--- src/rtl/sfu_pkg.sv ---
// Shared definitions for the status flag unit.
// Assumes the flag vector layout documented in the brief (carry at bit 0).
package sfu_pkg;

    typedef enum logic [2:0] {
        OP_ADD = 3'd0,
        OP_ADC = 3'd1,
        OP_SUB = 3'd2,
        OP_SBB = 3'd3,
        OP_AND = 3'd4,
        OP_OR  = 3'd5,
        OP_XOR = 3'd6,
        OP_NOP = 3'd7
    } sfu_op_e;

    // Status flags, carry in the least significant position
    typedef struct packed {
        logic ovf;
        logic sign;
        logic zero;
        logic aux;
        logic parity;
        logic carry;
    } stat_flags_t;

    // Control bits, direction in the least significant position
    typedef struct packed {
        logic trap;
        logic ie;
        logic dir;
    } ctl_flags_t;

    localparam int NIBBLE_BIT = 4;
    localparam int STAT_W     = $bits(stat_flags_t);
    localparam int CTL_W      = $bits(ctl_flags_t);

endpackage

--- src/rtl/sfu_parity.sv ---
// Even-parity detector over a LANES-bit slice.
// Assumes LANES >= 1. Output is 1 when the count of ones is even.
module sfu_parity #(
    parameter int LANES = 8
) (
    input  logic [LANES-1:0] bits_in,
    output logic             even_out
);

    logic [LANES:0] chain;

    assign chain[0] = 1'b0;

    // Ripple XOR chain, one stage per lane
    generate
        for (genvar i = 0; i < LANES; i++) begin : g_lane
            assign chain[i+1] = chain[i] ^ bits_in[i];
        end
    endgenerate

    assign even_out = ~chain[LANES];

endmodule

--- src/rtl/sfu_datapath.sv ---
// Result datapath and next-flag derivation for one operation.
// Assumes DATA_W > LOW_W > NIBBLE_BIT. In byte mode the upper operand bits are ignored.
module sfu_datapath
    import sfu_pkg::*;
#(
    parameter int DATA_W = 16,
    parameter int LOW_W  = 8
) (
    input  logic [DATA_W-1:0] a_in,
    input  logic [DATA_W-1:0] b_in,
    input  logic [2:0]        code,
    input  logic              wide,
    input  logic              carry_in,
    output logic [DATA_W-1:0] res_out,
    output stat_flags_t       next_stat,
    output logic              code_valid
);

    localparam int EXT_W  = DATA_W + 1;
    localparam int IDXE_W = $clog2(EXT_W);
    localparam int IDXR_W = $clog2(DATA_W);
    localparam int HI_W   = DATA_W - LOW_W;

    logic [DATA_W-1:0] a_m, b_m, logic_res, res_m, nib_v;
    logic [EXT_W-1:0]  ext_sum, ext_dif, ext_sel;
    logic [EXT_W-1:0]  cin_ext;
    logic [IDXR_W-1:0] msb_idx;
    logic [IDXE_W-1:0] cout_idx;
    logic              is_arith, is_sub, use_cin, par_even;
    sfu_op_e           op_e;

    assign op_e = sfu_op_e'(code);

    // Width-dependent operand masking and bit positions
    always_comb begin
        a_m      = wide ? a_in : {{HI_W{1'b0}}, a_in[LOW_W-1:0]};
        b_m      = wide ? b_in : {{HI_W{1'b0}}, b_in[LOW_W-1:0]};
        msb_idx  = wide ? IDXR_W'(DATA_W - 1) : IDXR_W'(LOW_W - 1);
        cout_idx = wide ? IDXE_W'(DATA_W) : IDXE_W'(LOW_W);
    end

    // Operation class decode
    always_comb begin
        is_arith   = (op_e == OP_ADD) || (op_e == OP_ADC) || (op_e == OP_SUB) || (op_e == OP_SBB);
        is_sub     = (op_e == OP_SUB) || (op_e == OP_SBB);
        use_cin    = (op_e == OP_ADC) || (op_e == OP_SBB);
        code_valid = (op_e != OP_NOP);
    end

    // Extended adder and subtractor with the chained carry
    always_comb begin
        cin_ext = {{DATA_W{1'b0}}, (use_cin & carry_in)};
        ext_sum = {1'b0, a_m} + {1'b0, b_m} + cin_ext;
        ext_dif = {1'b0, a_m} - {1'b0, b_m} - cin_ext;
        ext_sel = is_sub ? ext_dif : ext_sum;
    end

    // Bitwise result for the logic codes and the NOP pass-through
    always_comb begin
        case (op_e)
            OP_AND:  logic_res = a_m & b_m;
            OP_OR:   logic_res = a_m | b_m;
            OP_XOR:  logic_res = a_m ^ b_m;
            default: logic_res = a_m;
        endcase
    end

    // Final result, masked to the operation width
    always_comb begin
        res_m = is_arith ? ext_sel[DATA_W-1:0] : logic_res;
        if (!wide) res_m[DATA_W-1:LOW_W] = '0;
    end

    assign res_out = res_m;
    assign nib_v   = a_m ^ b_m ^ res_m;

    sfu_parity #(.LANES(LOW_W)) u_par (
        .bits_in  (res_m[LOW_W-1:0]),
        .even_out (par_even)
    );

    // Flag derivation from the result and operand signs
    always_comb begin
        next_stat.parity = par_even;
        next_stat.zero   = (res_m == '0);
        next_stat.sign   = res_m[msb_idx];
        if (is_arith) begin
            next_stat.carry = ext_sel[cout_idx];
            next_stat.aux   = nib_v[NIBBLE_BIT];
            if (is_sub)
                next_stat.ovf = (a_m[msb_idx] != b_m[msb_idx]) && (res_m[msb_idx] != a_m[msb_idx]);
            else
                next_stat.ovf = (a_m[msb_idx] == b_m[msb_idx]) && (res_m[msb_idx] != a_m[msb_idx]);
        end else begin
            next_stat.carry = 1'b0;
            next_stat.aux   = 1'b0;
            next_stat.ovf   = 1'b0;
        end
    end

endmodule

--- src/rtl/sfu_flag_reg.sv ---
// Flag storage: status flags with a write enable, control bits with set/clear masks.
// Assumes a synchronous active-low reset. Set has priority over clear.
module sfu_flag_reg
    import sfu_pkg::*;
(
    input  logic        clk,
    input  logic        rst_n,
    input  logic        stat_load,
    input  stat_flags_t stat_d,
    input  ctl_flags_t  ctl_set_m,
    input  ctl_flags_t  ctl_clr_m,
    output stat_flags_t stat_q,
    output ctl_flags_t  ctl_q
);

    // Status flag capture
    always_ff @(posedge clk) begin
        if (!rst_n)         stat_q <= '0;
        else if (stat_load) stat_q <= stat_d;
    end

    // Control bit set/clear update
    always_ff @(posedge clk) begin
        if (!rst_n) ctl_q <= '0;
        else        ctl_q <= (ctl_q & ~ctl_clr_m) | ctl_set_m;
    end

endmodule

--- src/rtl/status_flag_unit.sv ---
// Top of the status flag unit: combinational result plus registered flags.
// Assumes operands are stable before the edge on which flag_we is sampled.
module status_flag_unit
    import sfu_pkg::*;
#(
    parameter int DATA_W = 16,
    parameter int LOW_W  = 8
) (
    input  logic                    clk,
    input  logic                    rst_n,
    input  logic [DATA_W-1:0]       op_a,
    input  logic [DATA_W-1:0]       op_b,
    input  logic [2:0]              op_code,
    input  logic                    word_sel,
    input  logic                    flag_we,
    input  logic [CTL_W-1:0]        ctl_set,
    input  logic [CTL_W-1:0]        ctl_clr,
    output logic [DATA_W-1:0]       result,
    output logic [STAT_W+CTL_W-1:0] flags
);

    stat_flags_t next_stat, stat_q;
    ctl_flags_t  ctl_q;
    logic        code_valid;

    sfu_datapath #(.DATA_W(DATA_W), .LOW_W(LOW_W)) u_dp (
        .a_in       (op_a),
        .b_in       (op_b),
        .code       (op_code),
        .wide       (word_sel),
        .carry_in   (stat_q.carry),
        .res_out    (result),
        .next_stat  (next_stat),
        .code_valid (code_valid)
    );

    sfu_flag_reg u_regs (
        .clk       (clk),
        .rst_n     (rst_n),
        .stat_load (flag_we & code_valid),
        .stat_d    (next_stat),
        .ctl_set_m (ctl_flags_t'(ctl_set)),
        .ctl_clr_m (ctl_flags_t'(ctl_clr)),
        .stat_q    (stat_q),
        .ctl_q     (ctl_q)
    );

    assign flags = {ctl_q, stat_q};

endmodule

--- config.mk ---
export PLATFORM = sky130hd
export DESIGN_NAME = status_flag_unit
export DESIGN_NICKNAME = d
export VERILOG_FILES = /design/src/rtl/sfu_pkg.sv /design/src/rtl/sfu_parity.sv /design/src/rtl/sfu_datapath.sv /design/src/rtl/sfu_flag_reg.sv /design/src/rtl/status_flag_unit.sv
export SDC_FILE = /design/constraint.sdc
export NUM_CORES = 1
export LEC_CHECK = 0
export ABC_CLOCK_PERIOD_IN_PS = 3900
export BUFFER_PORTS_ARGS = -buffer_cell sky130_fd_sc_hd__buf_4
export CORE_MARGIN = 1.5
export CORE_UTILIZATION = 40
export CTS_CLUSTER_DIAMETER = 40
export DETAILED_ROUTE_END_ITERATION = 6
export GPL_TIMING_DRIVEN = 0
export PLACE_DENSITY = 0.69
export SYNTH_ARGS = -nofsm -noshare
export SYNTH_HDL_FRONTEND = slang
export SYNTH_SLANG_ARGS = --single-unit
--- constraint.sdc ---
create_clock -name clk -period 3.9 [get_ports clk]
set_input_delay 0.195 -clock clk [delete_from_list [all_inputs] [get_ports clk]]
set_output_delay 0.195 -clock clk [all_outputs]
set_load 0.005 [all_outputs]
## Word level (Yosys, flattened, before mapping)

Cells that the tools add are included.

| word-level totals | value |
|---|---|
| bits in registers | 9 |
| input bits | 45 |
| output and inout bits | 25 |
| word-level logic and storage cells | 71 |

| operators by class | value |
|---|---|
| add/sub/neg operators | 4 |
| order comparisons | 2 |
| equality and inequality tests | 10 |
| muxes and demuxes | 20 |
| bitwise operators | 17 |
| reductions and logical operators | 9 |

Operators with widths:

| cell | number |
|---|---|
| 16-bit two-way mux | 3 |
| 16-bit one-hot mux with 3 select lines | 1 |
| 16-bit by 16-bit adder with 17-bit output | 1 |
| 17-bit by 1-bit adder with 17-bit output | 1 |
| 17-bit two-way mux | 1 |
| 16-bit by 16-bit subtractor with 17-bit output | 1 |
| 17-bit by 1-bit subtractor with 17-bit output | 1 |
| 16-bit bitwise AND | 1 |
| 16-bit logical NOT | 1 |
| 16-bit OR | 1 |
| 16-bit XOR | 1 |
| 1-bit binary-select mux with 4-bit select | 3 |
| 3-bit == test, second input constant | 3 |
| 1-bit two-way mux | 8 |
| 8-bit two-way mux | 1 |
| 1-bit XOR | 7 |
| 3-bit by 2-bit == test with 1-bit output, second input constant | 2 |
| 5-bit by 6-bit less-than comparator with 1-bit output, second input constant | 1 |
| 1-bit binary-select mux with 5-bit select | 1 |
| 1-bit logical OR | 5 |
| 4-bit by 5-bit less-than comparator with 1-bit output, second input constant | 1 |
| 5-bit two-way mux | 1 |
| 5-bit XOR | 1 |
| 4-bit two-way mux | 1 |
| other kinds (11) | 14 |

## Logic depth before layout (Yosys ltp)

| depth | value |
|---|---|
| depth in word-level cells | 14 |
| gate-level depth with buffers | 18 |
| gate-level depth less buffers | 17 |

## Cells and area by module

From an unflattened synthesis, not the netlist that was laid out.

| second synthesis, totals | value |
|---|---|
| cells, all modules | 478 |
| area, all modules | 3585.9 µm² |

Modules (own cells, without submodules):

| module | times used | cells an instance | area an instance (µm²) | sequential area each (µm²) |
|---|---|---|---|---|
| sfu_datapath | 1 | 442 | 3188.1 | 0.0 |
| sfu_flag_reg | 1 | 28 | 330.3 | 180.2 |
| sfu_parity | 1 | 7 | 61.3 | 0.0 |
| status_flag_unit | 1 | 1 | 6.3 | 0.0 |

## Worst setup path after synthesis

Ideal clock, no wire load.

| path | value |
|---|---|
| path kind | input-to-reg |
| start point | input word_sel |
| end point | register u_regs.stat_q[3] (netlist name) |
| setup time | 0.084 ns |
| data arrival time | 3.994 ns |
| data required time | 3.816 ns |
| slack | -0.178 ns |
| stages | 15 |
| buffers on the path | 3 |
| path through | clkbuf_1 -> clkbuf_1 -> clkbuf_1 -> nand2_1 -> inv_1 -> ha_1 -> ha_1 -> and2_1 -> and3_1 -> a221oi_2 -> mux2i_1 -> o2111a_2 -> or4_1 -> or4b_1 -> o31ai_2 |

| on the way | value |
|---|---|
| cells in the longest elaborated chain, start to end | 7 |
| elaborated cells between the ends (all ways) | 14 |
| those cells by class | add/sub (4); mux (6); bitwise (3); reduce/logical (1) |

RTL lines:

| item | line | RTL |
|---|---|---|
| from (decl) | status_flag_unit.sv:14 | `input logic word_sel,` |
| 16-bit two-way mux (on tied branches) | sfu_datapath.sv:36, sfu_datapath.sv:37 |  |
| 16-bit by 16-bit adder with 17-bit output or 16-bit by 16-bit subtractor with 17-bit output (tied branches) | sfu_datapath.sv:53, sfu_datapath.sv:54 |  |
| 17-bit by 1-bit adder with 17-bit output or 17-bit by 1-bit subtractor with 17-bit output (tied branches) | sfu_datapath.sv:53, sfu_datapath.sv:54 |  |
| 17-bit two-way mux | sfu_datapath.sv:55 | `ext_sel = is_sub ? ext_dif : ext_sum;` |
| 16-bit two-way mux | sfu_datapath.sv:70 | `res_m = is_arith ? ext_sel[DATA_W-1:0] : logic_res;` |
| 8-bit two-way mux (*) | sfu_datapath.sv:71 | `if (!wide) res_m[DATA_W-1:LOW_W] = '0;` |
| net result[15] | status_flag_unit.sv:18 | `output logic [DATA_W-1:0] result,` |
| 16-bit logical NOT (*) | sfu_datapath.sv:85 | `next_stat.zero = (res_m == '0);` |

The timed path passes the listed nets; every way through them passes the cells marked *.
A chain may end at the register's enable or synchronous reset.

## Worst setup path in the final report

| path | value |
|---|---|
| start point | register u_regs.stat_q[0] (netlist name) |
| end point | register u_regs.stat_q[3] (netlist name) |

| on the way | value |
|---|---|
| cells in the longest elaborated chain, start to end | 6 |
| elaborated cells between the ends (all ways) | 7 |
| those cells by class | add/sub (2); mux (3); bitwise (1); reduce/logical (1) |

RTL lines:

| item | line | RTL |
|---|---|---|
| 1-bit bitwise AND (*) | sfu_datapath.sv:52 | `cin_ext = {{DATA_W{1'b0}}, (use_cin & carry_in)};` |
| 17-bit by 1-bit adder with 17-bit output or 17-bit by 1-bit subtractor with 17-bit output (tied branches) | sfu_datapath.sv:53, sfu_datapath.sv:54 |  |
| 17-bit two-way mux (*) | sfu_datapath.sv:55 |  |
| 16-bit two-way mux (*) | sfu_datapath.sv:70 |  |
| 8-bit two-way mux | sfu_datapath.sv:71 |  |
| 16-bit logical NOT (*) | sfu_datapath.sv:85 |  |

Every way passes the cells marked *; elsewhere a longest branch is shown, timed or not.

==> results.yml <==
floorplan:
  die_x_um: 98.9
  rows: 34
  fp.dieArea_mm2: 0.00978
  die_h_um: 98.9
  start_util_pct: 41.8
  coreArea_mm2: 0.00881
  io_pins: 70
synth:
  yosysSeqAreaShare_pct: 4.90
  netlist_area_mm2: 0.00368
  synth-xor-area-share_pct: 5.95
  postSynthAreaPerCell_um2: 7.41
  synthArstFlopShare_pct: 0
  yosys_warnings: 0
  ys_types: 69
  synth_compound_area_share_pct: 26.8
  synth_nets: 608
  synth_fa_ha_area_share_pct: 23.6
  ys.flop_type: "dfxtp_1"
  synthCells: 496
  synth_top_family_by_area: "compound AO/OA/AOI/OAI gates"
  ys_ff_latch: 9
  synth-simple-area-share_pct: 18.6
  muxShareOfSynthArea_pct: 10.4
  synth-edff-count: 0
global_routing:
  grt_pass1_vias: 3905
  grt_max_degree: 20
  grt_overflow_total: 0
  gr-usage-all-layers_pct: 23.4
  grt_pass1_wl_um: 18700
  antenna_found_initial: 0
routing:
  first_pass_iters: 7
  wire_per_inst_um: 16.9
  vias: 4002
  drc: 7
  wl_um: 11500
  ant_nets: 0
  drt_iter0_drc: 469
  viasPerCell: 5.89
placement:
  placed_cells: 672
  port_buffers: 68
  place_hpwl_um: 9280
  place.gp.congestion: 0.952
  post_dp_cell_area_mm2: 0.00433
  place_ws_ns: -0.788
worst_setup_path:
  endpoint_kind: "flop"
  critPathKind: "flop to flop"
  worstSetupEndpoint: "u_regs.stat_q[3]"
  crit-reg2reg-capture: "u_regs.stat_q[3]"
  r2r-start: "u_regs.stat_q[0]"
  worstPathMaxFanout: 4
  required_ns: 4.06
  startpoint_type: "flop"
  startpoint: "u_regs.stat_q[0]"
  r2r_setup_slack_ns: -0.02
  r2r_cells: 12
  cp.arrival_ns: 4.08
job:
  cap_violations: 0
min_path:
  min_path_type: "input pin to flop"
layout:
  layout-drive-gt1-share_pct: 21.0
  finalNonFillerCells: 680
  area_growth_pct: 23.6
  multi_input_area_mm2: 0.00327
  fillerInstances: 868
  seqCellArea_um2: 181
  final_cell_mix: "75 x buf_4, 65 x inv_1, 58 x ha_1"
  postLayoutCellArea_mm2: 0.00455
  finalNetCount: 685
  utilization_pct: 51.6
  antenna_cells: 0
  mostFrequentLayoutCell: "buf_4"
sta:
  worstMarginPinSlew_ns: 0.787
  skew_ns: 0.00138
  slew_viol_final: 0
  post-route-period-util_pct: 100
  setup_viol: 1
  fin_tns_setup_ns: -0.0177
  finalHoldViolCount: 0
  fmax_ghz: 0.255
  period_needed_ns: 3.92
  worst_slack_ns: -0.0177
  slew_headroom_pct: 47.3
  rsz0062_at_grt: "true"
  whs_ns: 0.160
clock_network:
  cts_tree: "built"
  cts.path.max_buffers: 2
  clockRootBuffer: "clkbuf_8"
  cts_hold_buf: 0
  clk_pin_slew_ns: 0.05
  htree_levels: 1
  clock-sinks: 9
  clock_latency_ns: 0.24
  cts-buffers-inserted: 3
power_and_ir_drop:
  p_per_area_mw_per_mm2: 218
  max-vdd-ir-drop_uv: 96.4
  leakage_nw: 2.17
  p_total_uw: 993
run_status:
  violations: "DRC, setup timing"
  status: "complete, but fails checks"
[synthesized netlist by cell type, types with 5 or more instances]
master    number  area (um2)
inv_1         66         248
ha_1          63         788
nand2_1       37         139
a21oi_1       30         150
nor2_1        28         105
mux2i_1       20         200
nor3_1        20         100
xnor2_1       19         166
o21ai_0       17        85.1
clkbuf_1      13        48.8
o21a_1        13        97.6
nand3_1       12        60.1
and2_1         9        56.3
dfxtp_1        9         180
a211oi_1       7        52.6
a21o_1         7        52.6
nor2b_1        7        43.8
o221ai_1       7        61.3
xor2_1         6        52.6
a22oi_1        5        37.5
buf_2          5        25.0
nand2b_1       5        31.3
[state kept, by name (all words and copies together) (netlist names)]
register,flops
u_regs.stat_q,6
u_regs.ctl_q,3
[worst max-delay path, stage by stage (launching register included)]
cell and delay (ns):
dfxtp_2 0.37, nand3_2 0.10, fa_2 0.44, ha_4 0.24, a211o_4 0.36, a31oi_4 0.20, o21ai_2 0.11, a221oi_4 0.37
mux2i_1 0.13, o2111a_2 0.31, or4_1 0.52, or4b_4 0.50, o31ai_2 0.17
[layout make-up]
class | count | area share [%]
inverters | 67 | 5.62
multi-input cells | 397 | 71.8
flip-flops and latches | 9 | 3.99
clock buffers | 4 | 0.991
well taps | 108 | 2.97
repair buffers | 73 | 12.1
plain buffers | 22 | 2.53
[where the power goes]
part	total [mW]	switching [mW]	internal, mW
Clock	0.114	0.0423	0.0717
Sequential	0.107	0.00540	0.102
Combinational	0.772	0.421	0.351
Total	0.993	0.469	0.524
[how the worst min path moves through the flow]
stage                     from  slack [ns]         endpoint  cells past startpoint
finish              ctl_set[2]        0.16  u_regs.ctl_q[2]                      2
detailed placement  ctl_set[2]        0.41  u_regs.ctl_q[2]                      2
global placement    ctl_set[1]        0.40  u_regs.ctl_q[1]                      2
floorplan           ctl_set[0]        0.32  u_regs.ctl_q[0]                      1
CTS                 ctl_set[2]        0.16  u_regs.ctl_q[2]                      2
global route        ctl_set[2]        0.17  u_regs.ctl_q[2]                      2
[cell families (layout without fill, tap and decap cells)]
| logic type | Yosys count | after routing |
|---|---|---|
| mux | 28 | 28 |
| flops | 9 | 9 |
| compound gates | 138 | 138 |
| buf+inv | 90 | 166 |
| simple gates | 139 | 139 |
| fa+ha+maj | 67 | 67 |
| xor+xnor | 25 | 25 |
[metal layers]
layer  routed length (um)  up-vias  share of wire [%]  track usage, %
li1                     -     1939                  -               -
met1                 5330     1871                 46            32.7
met2                 5210      163                 45            38.0
met3                  668       29                5.8            1.56
met4                  302        0                2.6            8.57
met5                    0        -                  0               0
[what timing repair did]
action / CTS / global route
setup endpoints to repair: 1 / 3
buffers inserted: 3 / 2
pin swaps: 5 / 2
resized for setup: 19 / 11
Power figures use the tool's default switching activity.
